### src/rtl/ps2_dev_tx.sv
module ps2_dev_tx #(
  parameter int TICK_CYC = 100,
  parameter int HALF_US  = 40,
  parameter int DATA_US  = 20,
  parameter int GUARD_US = 50,
  parameter int SYNC_LAT = 3
) (
  input  logic       clk,
  input  logic       rst_n,
  input  logic       ps2_clk_in,
  input  logic       tx_valid,
  input  logic [7:0] tx_byte,
  output logic       tx_ready,
  output logic       ps2_clk_drv,
  output logic       ps2_dat_drv,
  output logic       frame_done,
  output logic       frame_abort
);

  localparam int HALF_CYC  = HALF_US * TICK_CYC;
  localparam int DATA_CYC  = DATA_US * TICK_CYC;
  localparam int GUARD_CYC = GUARD_US * TICK_CYC;
  localparam int MAX_CYC   = (GUARD_CYC > HALF_CYC) ? GUARD_CYC : HALF_CYC;
  localparam int CW        = $clog2(MAX_CYC + 1) + 1;
  localparam int NBITS     = 11;

  typedef enum logic [1:0] {S_IDLE, S_GUARD, S_HIGH, S_LOW} st_t;

  st_t           st;
  logic [CW-1:0] cnt;
  logic [10:0]   sr;
  logic [3:0]    idx;
  logic [1:0]    sync;
  logic          dat_q, done_q, abort_q;

  wire clk_s   = sync[1];
  wire inhibit = (st == S_HIGH) && (cnt >= CW'(SYNC_LAT)) && !clk_s;

  assign tx_ready    = (st == S_IDLE);
  assign ps2_clk_drv = (st == S_LOW);
  assign ps2_dat_drv = dat_q;
  assign frame_done  = done_q;
  assign frame_abort = abort_q;

  always_ff @(posedge clk or negedge rst_n) begin
    if (!rst_n) begin
      st      <= S_IDLE;
      cnt     <= '0;
      sr      <= '1;
      idx     <= '0;
      sync    <= '0;
      dat_q   <= 1'b0;
      done_q  <= 1'b0;
      abort_q <= 1'b0;
    end else begin
      sync    <= {sync[0], ps2_clk_in};
      done_q  <= 1'b0;
      abort_q <= 1'b0;
      case (st)
        S_IDLE: begin
          if (tx_valid) begin
            sr  <= {1'b1, ~^tx_byte, tx_byte, 1'b0};
            idx <= '0;
            cnt <= '0;
            st  <= S_GUARD;
          end
        end
        S_GUARD: begin
          dat_q <= 1'b0;
          if (!clk_s) cnt <= '0;
          else if (cnt == CW'(GUARD_CYC - 1)) begin
            cnt <= '0;
            st  <= S_HIGH;
          end else cnt <= cnt + 1'b1;
        end
        S_HIGH: begin
          if (inhibit) begin
            cnt   <= '0;
            dat_q <= 1'b0;
            if (idx == '0) st <= S_GUARD;
            else begin
              st      <= S_IDLE;
              abort_q <= 1'b1;
            end
          end else begin
            if (cnt == CW'(DATA_CYC - 1)) dat_q <= ~sr[0];
            if (cnt == CW'(HALF_CYC - 1)) begin
              cnt <= '0;
              st  <= S_LOW;
            end else cnt <= cnt + 1'b1;
          end
        end
        S_LOW: begin
          if (cnt == CW'(HALF_CYC - 1)) begin
            cnt <= '0;
            if (idx == 4'(NBITS - 1)) begin
              st     <= S_IDLE;
              done_q <= 1'b1;
              dat_q  <= 1'b0;
            end else begin
              idx <= idx + 1'b1;
              sr  <= {1'b1, sr[10:1]};
              st  <= S_HIGH;
            end
          end else cnt <= cnt + 1'b1;
        end
        default: st <= S_IDLE;
      endcase
    end
  end

  logic [CW-1:0] low_run;
  always_ff @(posedge clk or negedge rst_n) begin
    if (!rst_n) low_run <= '0;
    else        low_run <= ps2_clk_drv ? low_run + 1'b1 : '0;
  end

  AST_LOW_PHASE_BOUND: assert property (@(posedge clk) disable iff (!rst_n)
    ps2_clk_drv |-> (low_run < CW'(HALF_CYC)));
  AST_DATA_STABLE_LOW: assert property (@(posedge clk) disable iff (!rst_n)
    (ps2_clk_drv && $past(ps2_clk_drv)) |-> $stable(ps2_dat_drv));
  AST_FALL_AFTER_HIGH: assert property (@(posedge clk) disable iff (!rst_n)
    $rose(ps2_clk_drv) |-> $past(clk_s));
  AST_ABORT_RELEASES: assert property (@(posedge clk) disable iff (!rst_n)
    frame_abort |-> (!ps2_clk_drv && !ps2_dat_drv && tx_ready));
  AST_DONE_ABORT_EXCL: assert property (@(posedge clk) disable iff (!rst_n)
    !(frame_done && frame_abort));
  AST_ACCEPT_BUSY: assert property (@(posedge clk) disable iff (!rst_n)
    (tx_ready && tx_valid) |=> !tx_ready);

endmodule

### config.mk
export PLATFORM = sky130hd
export DESIGN_NAME = ps2_dev_tx
export DESIGN_NICKNAME = d
export VERILOG_FILES = /design/src/rtl/ps2_dev_tx.sv
export SDC_FILE = /design/constraint.sdc
export NUM_CORES = 1
export LEC_CHECK = 0
export BUFFER_PORTS_ARGS = -buffer_cell sky130_fd_sc_hd__buf_2
export CAP_MARGIN = 30
export CORE_MARGIN = 2
export CORE_UTILIZATION = 55
export DETAILED_ROUTE_END_ITERATION = 8
export PLACE_DENSITY = 0.83
export SETUP_SLACK_MARGIN = 0.5
export SLEW_MARGIN = 20
export SYNTH_ARGS = -nofsm -noshare
export SYNTH_HDL_FRONTEND = slang
export SYNTH_SLANG_ARGS = --single-unit
### constraint.sdc
create_clock -name clk -period 3.8 [get_ports clk]
set_clock_uncertainty 0.05 [all_clocks]
set_input_delay 0.19 -clock clk [delete_from_list [all_inputs] [get_ports clk]]
set_output_delay 0.19 -clock clk [all_outputs]
set_load 0.05 [all_outputs]
* Word-level counts from Yosys, hierarchy flattened
Index checks and enable logic that the tools add are counted.
** Word-level totals
- Bits in registers :: 36
- Latch bits :: 0
- Bits in writable memories :: 0
- ROM bits :: 0
- Input bits :: 12
- Logic and storage cells :: 72
- Memories kept :: 0
** Cells by class
- Add/subtract/negate cells :: 2
- $mul :: 0
- Divide/modulo/power cells :: 0
- $lt $le $gt $ge :: 1
- Eq/ne operators :: 15
- Shifts and indexed selects :: 0
- Mux-type cells :: 34
- Bitwise operators :: 1
- Reduce and logical (&&, ||, !) cells :: 11
** Operators with widths (count)
- $mux W14 :: 5
- $pmux W14 S4 :: 1
- $mux W11 :: 3
- $pmux W11 S2 :: 1
- $add A14 B1 Y14 const B :: 1
- $eq A14 B11 Y1 const B :: 1
- $eq A14 B12 Y1 const B :: 1
- $eq A14 B13 Y1 const B :: 1
- $ge A14 B2 Y1 const B :: 1
- $mux W2 :: 7
- $mux W4 :: 3
- $mux W1 :: 11
- $ne A2 B2 Y1 const B :: 4
- $pmux W2 S4 :: 1
- $pmux W4 S2 :: 1
- $reduce_and A4 Y1 :: 2
- $reduce_xnor A8 Y1 :: 1
- $ne A3 B2 Y1 const B :: 2
- $reduce_and A5 Y1 :: 1
- $add A4 B1 Y4 const B :: 1
- $eq A2 B2 Y1 const B :: 2
- $eq A4 B4 Y1 const B :: 1
- $logic_not A4 Y1 :: 1
- $ne A2 B1 Y1 const B :: 2
- 8 further kinds :: 9

* Depth between registers and ports, before layout
- Depth after elaboration :: 5
- Gate-level depth with buffers :: 8
- Mapped depth without buffers :: 7

* Worst setup path after synthesis
No wires, ideal clock.
- Path kind :: flip-flop to flip-flop
- From :: register cnt[5]
- To :: register idx[2]
- Setup time :: 0.164 ns
- Arrival :: 2.139 ns
- Data required time :: 3.586 ns
- Slack :: 1.448 ns
- Cell stages (with the launch flop) :: 8
- Buffers on the path :: 1
- Period minus slack after synthesis :: 2.352 ns
- Cells stage by stage :: dfrtp_1 -> buf_6 -> or4_4 -> or4_4 -> o31a_4 -> nor2b_4 -> xnor2_1 -> a21oi_1
** On the way
- Longest elaborated chain between the ends :: 3
** RTL lines
- start, declared :: RTL line 30 : logic [CW-1:0] cnt;
- start signal, assigned :: RTL line 74 : end else cnt <= cnt + 1'b1;
- start signal, assigned :: RTL line 90 : end else cnt <= cnt + 1'b1;
- start signal, assigned :: RTL line 105 : end else cnt <= cnt + 1'b1;
- $eq A14 B12 Y1 :: RTL line 94 : if (cnt == CW'(HALF_CYC - 1)) begin
- $ne A2 B1 Y1 (no line)
- $reduce_and A4 Y1 (no line)
- end signal, assigned :: RTL line 101 : idx <= idx + 1'b1;
- end, declared :: RTL line 32 : logic [3:0] idx;
Every way passes these cells.
A chain may end at the register's enable or synchronous reset.

* Worst setup path in the final report
- From :: register cnt[5]
- To :: register cnt[5]
** On the way
- Longest elaborated chain between the ends :: 5
** RTL lines
- $ge A14 B2 Y1 :: RTL line 37 : wire inhibit = (st == S_HIGH) && (cnt >= CW'(SYNC_LAT)) && !clk_s;
- $logic_and A1 B1 Y1 (2 in a row) :: RTL line 37
- $mux W14 :: RTL line 77 : if (inhibit) begin
- $pmux W14 S4 * :: RTL line 59 : case (st)
Every way passes the cells marked *; elsewhere a longest branch is shown, timed or not.

==> impl_metrics.env <==
export IMPL_grt_antenna_before_repair=0
export IMPL_post_route_min_period_ps=2626
export IMPL_r2r_start="cnt[5]$_DFFE_PN0P_"
export IMPL_tightest_slew_ps=754.9
export IMPL_synth_warnings=0
export IMPL_crit_start="cnt[5]$_DFFE_PN0P_"
export IMPL_rsz0062_at_grt="no"
export IMPL_vias_per_cell=5.906
export IMPL_finalCritPeriodShare=0.6910
export IMPL_ys_types=45
export IMPL_gp_congestion=0.8999
export IMPL_worst_endpoint_arrival_ps=2830
export IMPL_cts_tree="built"
export IMPL_cts_made_buffers=5
export IMPL_min_path_type="primary input to flip-flop"
export IMPL_vdd_ir_drop_worst_mv=0.3613
export IMPL_boundaryPins=17
export IMPL_vias=1571
export IMPL_synth_top_family_by_area="simple AND/OR/NAND/NOR gates"
export IMPL_htreeDepth=2
export IMPL_holdPathEnd="idx[2]$_DFFE_PN0P_"
export IMPL_cp_required_ps=4000
export IMPL_die_w_um=63.57
export IMPL_finalHoldViolCount=0
export IMPL_crit_chain="or4_4 > or4_4 > nand2_1 > o21a_1 > o21ai_0 > a22o_1"
export IMPL_worstPathMaxFanout=13
export IMPL_ys_ff_latch=35
export IMPL_grt_max_degree=36
export IMPL_synth_xor_area_frac=0.04936
export IMPL_leakage_nw=0.9841
export IMPL_status="completed"
export IMPL_synth_fa_ha_area_frac=0.02564
export IMPL_setup_worst_path_class="flip-flop to flip-flop"
export IMPL_synth_edf_count=0
export IMPL_wl_per_cell_um=14.63
export IMPL_whs_path_depth=2
export IMPL_layout_cells_non_filler=266
export IMPL_antenna_cells=0
export IMPL_layout_drive_gt1_share=0.2045
export IMPL_grt_usage=0.2185
export IMPL_clockBufferDepth=2
export IMPL_drv_slew=0
export IMPL_overflow=0
export IMPL_muxShareOfSynthArea=0.06218
export IMPL_worst_path_stages=6
export IMPL_min_delay_start="tx_valid"
export IMPL_routed_wl_um=3891
export IMPL_cp_start_kind="flip-flop"
export IMPL_portBuffers=16
export IMPL_synthFlopType="dfrtp_1"
export IMPL_syn2layout_area_growth_pct=9.295
export IMPL_reg2reg_setup_slack_ps=1170
export IMPL_maxClockFrequency_mhz=380.8
export IMPL_rr_endpoint="cnt[5]$_DFFE_PN0P_"
export IMPL_setup_slack_ps=1174
export IMPL_r2r_worst_path_cells=6
export IMPL_pre_cts_ws_ps=1174
export IMPL_cts_setup_buffers=0
export IMPL_grt_pass1_wl_um=6879
export IMPL_synth_compound_area_frac=0.1635
export IMPL_grt_pass1_vias=1536
export IMPL_clock_latency_ps=350
export IMPL_slew_headroom=0.4968
export IMPL_ys_seq_area_frac=0.4551
export IMPL_die_area_mm2=0.004041
export IMPL_die_h_um=63.57
export IMPL_ant_nets=0
export IMPL_fin_util=0.6343
export IMPL_total_power_mw=1.332
export IMPL_cp_end_kind="flip-flop"
export IMPL_max_stage_delay_ps=570
export IMPL_crit_top_cell="or4_4"
export IMPL_synth_area_mm2=0.001952
export IMPL_avgSynthCellArea_um2=9.759
export IMPL_clock_sinks=35
export IMPL_start_util=0.5804
export IMPL_clockRootBuffer="clkbuf_4"
export IMPL_postSynth_asyncResetShare=1.000
export IMPL_path_clk_slew_ps=120
export IMPL_syn_instance_count=200
export IMPL_drtIter0Drc=74
export IMPL_place_inst=256
export IMPL_setup_viol=0
export IMPL_rows=21
export IMPL_drc_errors=0
export IMPL_dpl_hpwl_um=2857
export IMPL_fin_nets=235
export IMPL_p_per_area_mw_per_mm2=624.4
export IMPL_first_pass_iters=4
export IMPL_crit_slowest_cell="or4_4"
export IMPL_core_area_mm2=0.003363
export IMPL_crit_family="simple AND/OR/NAND/NOR gates"
export IMPL_tns_ps=0
export IMPL_maxCapViolations=0
export IMPL_layout_common_cells="nand2_1 (25), dfrtp_1 (25), buf_2 (16)"
export IMPL_path_buf_inv=0
export IMPL_synth_nets=216
export IMPL_synth_simple_area_share=0.2071
-- flip-flops by register name, indices dropped and copies added, names as in the netlist --
signal / cells
cnt: 14
sr: 10
idx: 4
st: 2
sync: 2
frame_abort: 1
frame_done: 1
ps2_dat_drv: 1
-- cells by family after synthesis --
kind of cell / count (synthesis)
fa+ha+maj: 4
buf+inv: 14
compound gates: 47
mux: 12
xor+xnor: 11
simple gates: 77
flops: 35
-- layout make-up --
type | instances | area [um2]
fill | 335 | 1230
clock buffer | 5 | 37.54
multi-input combinational | 151 | 991.0
tap | 46 | 57.56
timing repair buffer | 19 | 107.6
clock inverter | 3 | 25.02
sequential | 35 | 888.4
inverter | 7 | 26.28
-- worst max-delay path by stage --
stage	slack (ps)	endpoint
4_1_cts	1150	cnt[11]$_DFFE_PN0P_
5_1_grt	1020	cnt[12]$_DFFE_PN0P_
3_3_place_gp	1190	cnt[5]$_DFFE_PN0P_
6_report	1170	cnt[5]$_DFFE_PN0P_
3_5_place_dp	1170	cnt[11]$_DFFE_PN0P_
2_1_floorplan	1450	idx[2]$_DFFE_PN0P_
-- cells in the mapped netlist, types with 5 or more instances --
cell      number  area, um2
dfstp_2       10      262.8
inv_1          7      26.28
a21o_1         5      37.54
xnor2_1        7      61.31
nor2_1        11      41.29
nand3_1       12      60.06
nand2_1       25      93.84
dfrtp_1       25      625.6
nor3_1         5      25.02
a21oi_1        5      25.02
o211ai_1       5      37.54
o21ai_0       14      70.07
mux2i_1       11      110.1
o31ai_1        5      37.54
-- power breakdown --
part           switching [mW]  leakage (nW)  internal [mW]
Combinational           0.314         0.516          0.204
Sequential             0.0969         0.436          0.504
Clock                   0.139        0.0314         0.0740
Total                   0.550         0.984          0.782
-- through the flow --
stage / instance area (um2) / hold WS (ps)
after floorplan: 1952 / -155.6
after global placement: 2043 / 247.7
after detailed placement: 2051 / 250.8
after CTS: 2133 / 24.51
after global routing: 2133 / 47.38
final: 2133 / 42.70
-- per-layer routing --
layer / part of all wire / routed length (um) / GRT usage
met5: 0 / 0 / 0
met1: 0.44 / 1707 / 0.2587
met2: 0.50 / 1949 / 0.3671
met3: 0.042 / 165 / 0.05536
met4: 0.018 / 69 / 0.1087
-- what timing repair did --
| action | in CTS | in global routing |
|---|---|---|
| hold buffers | 2 | 0 |
| gates resized for setup | 0 | 0 |
| hold endpoints to repair | 26 | 0 |
No activity file was read; power rests on OpenSTA's default activity.
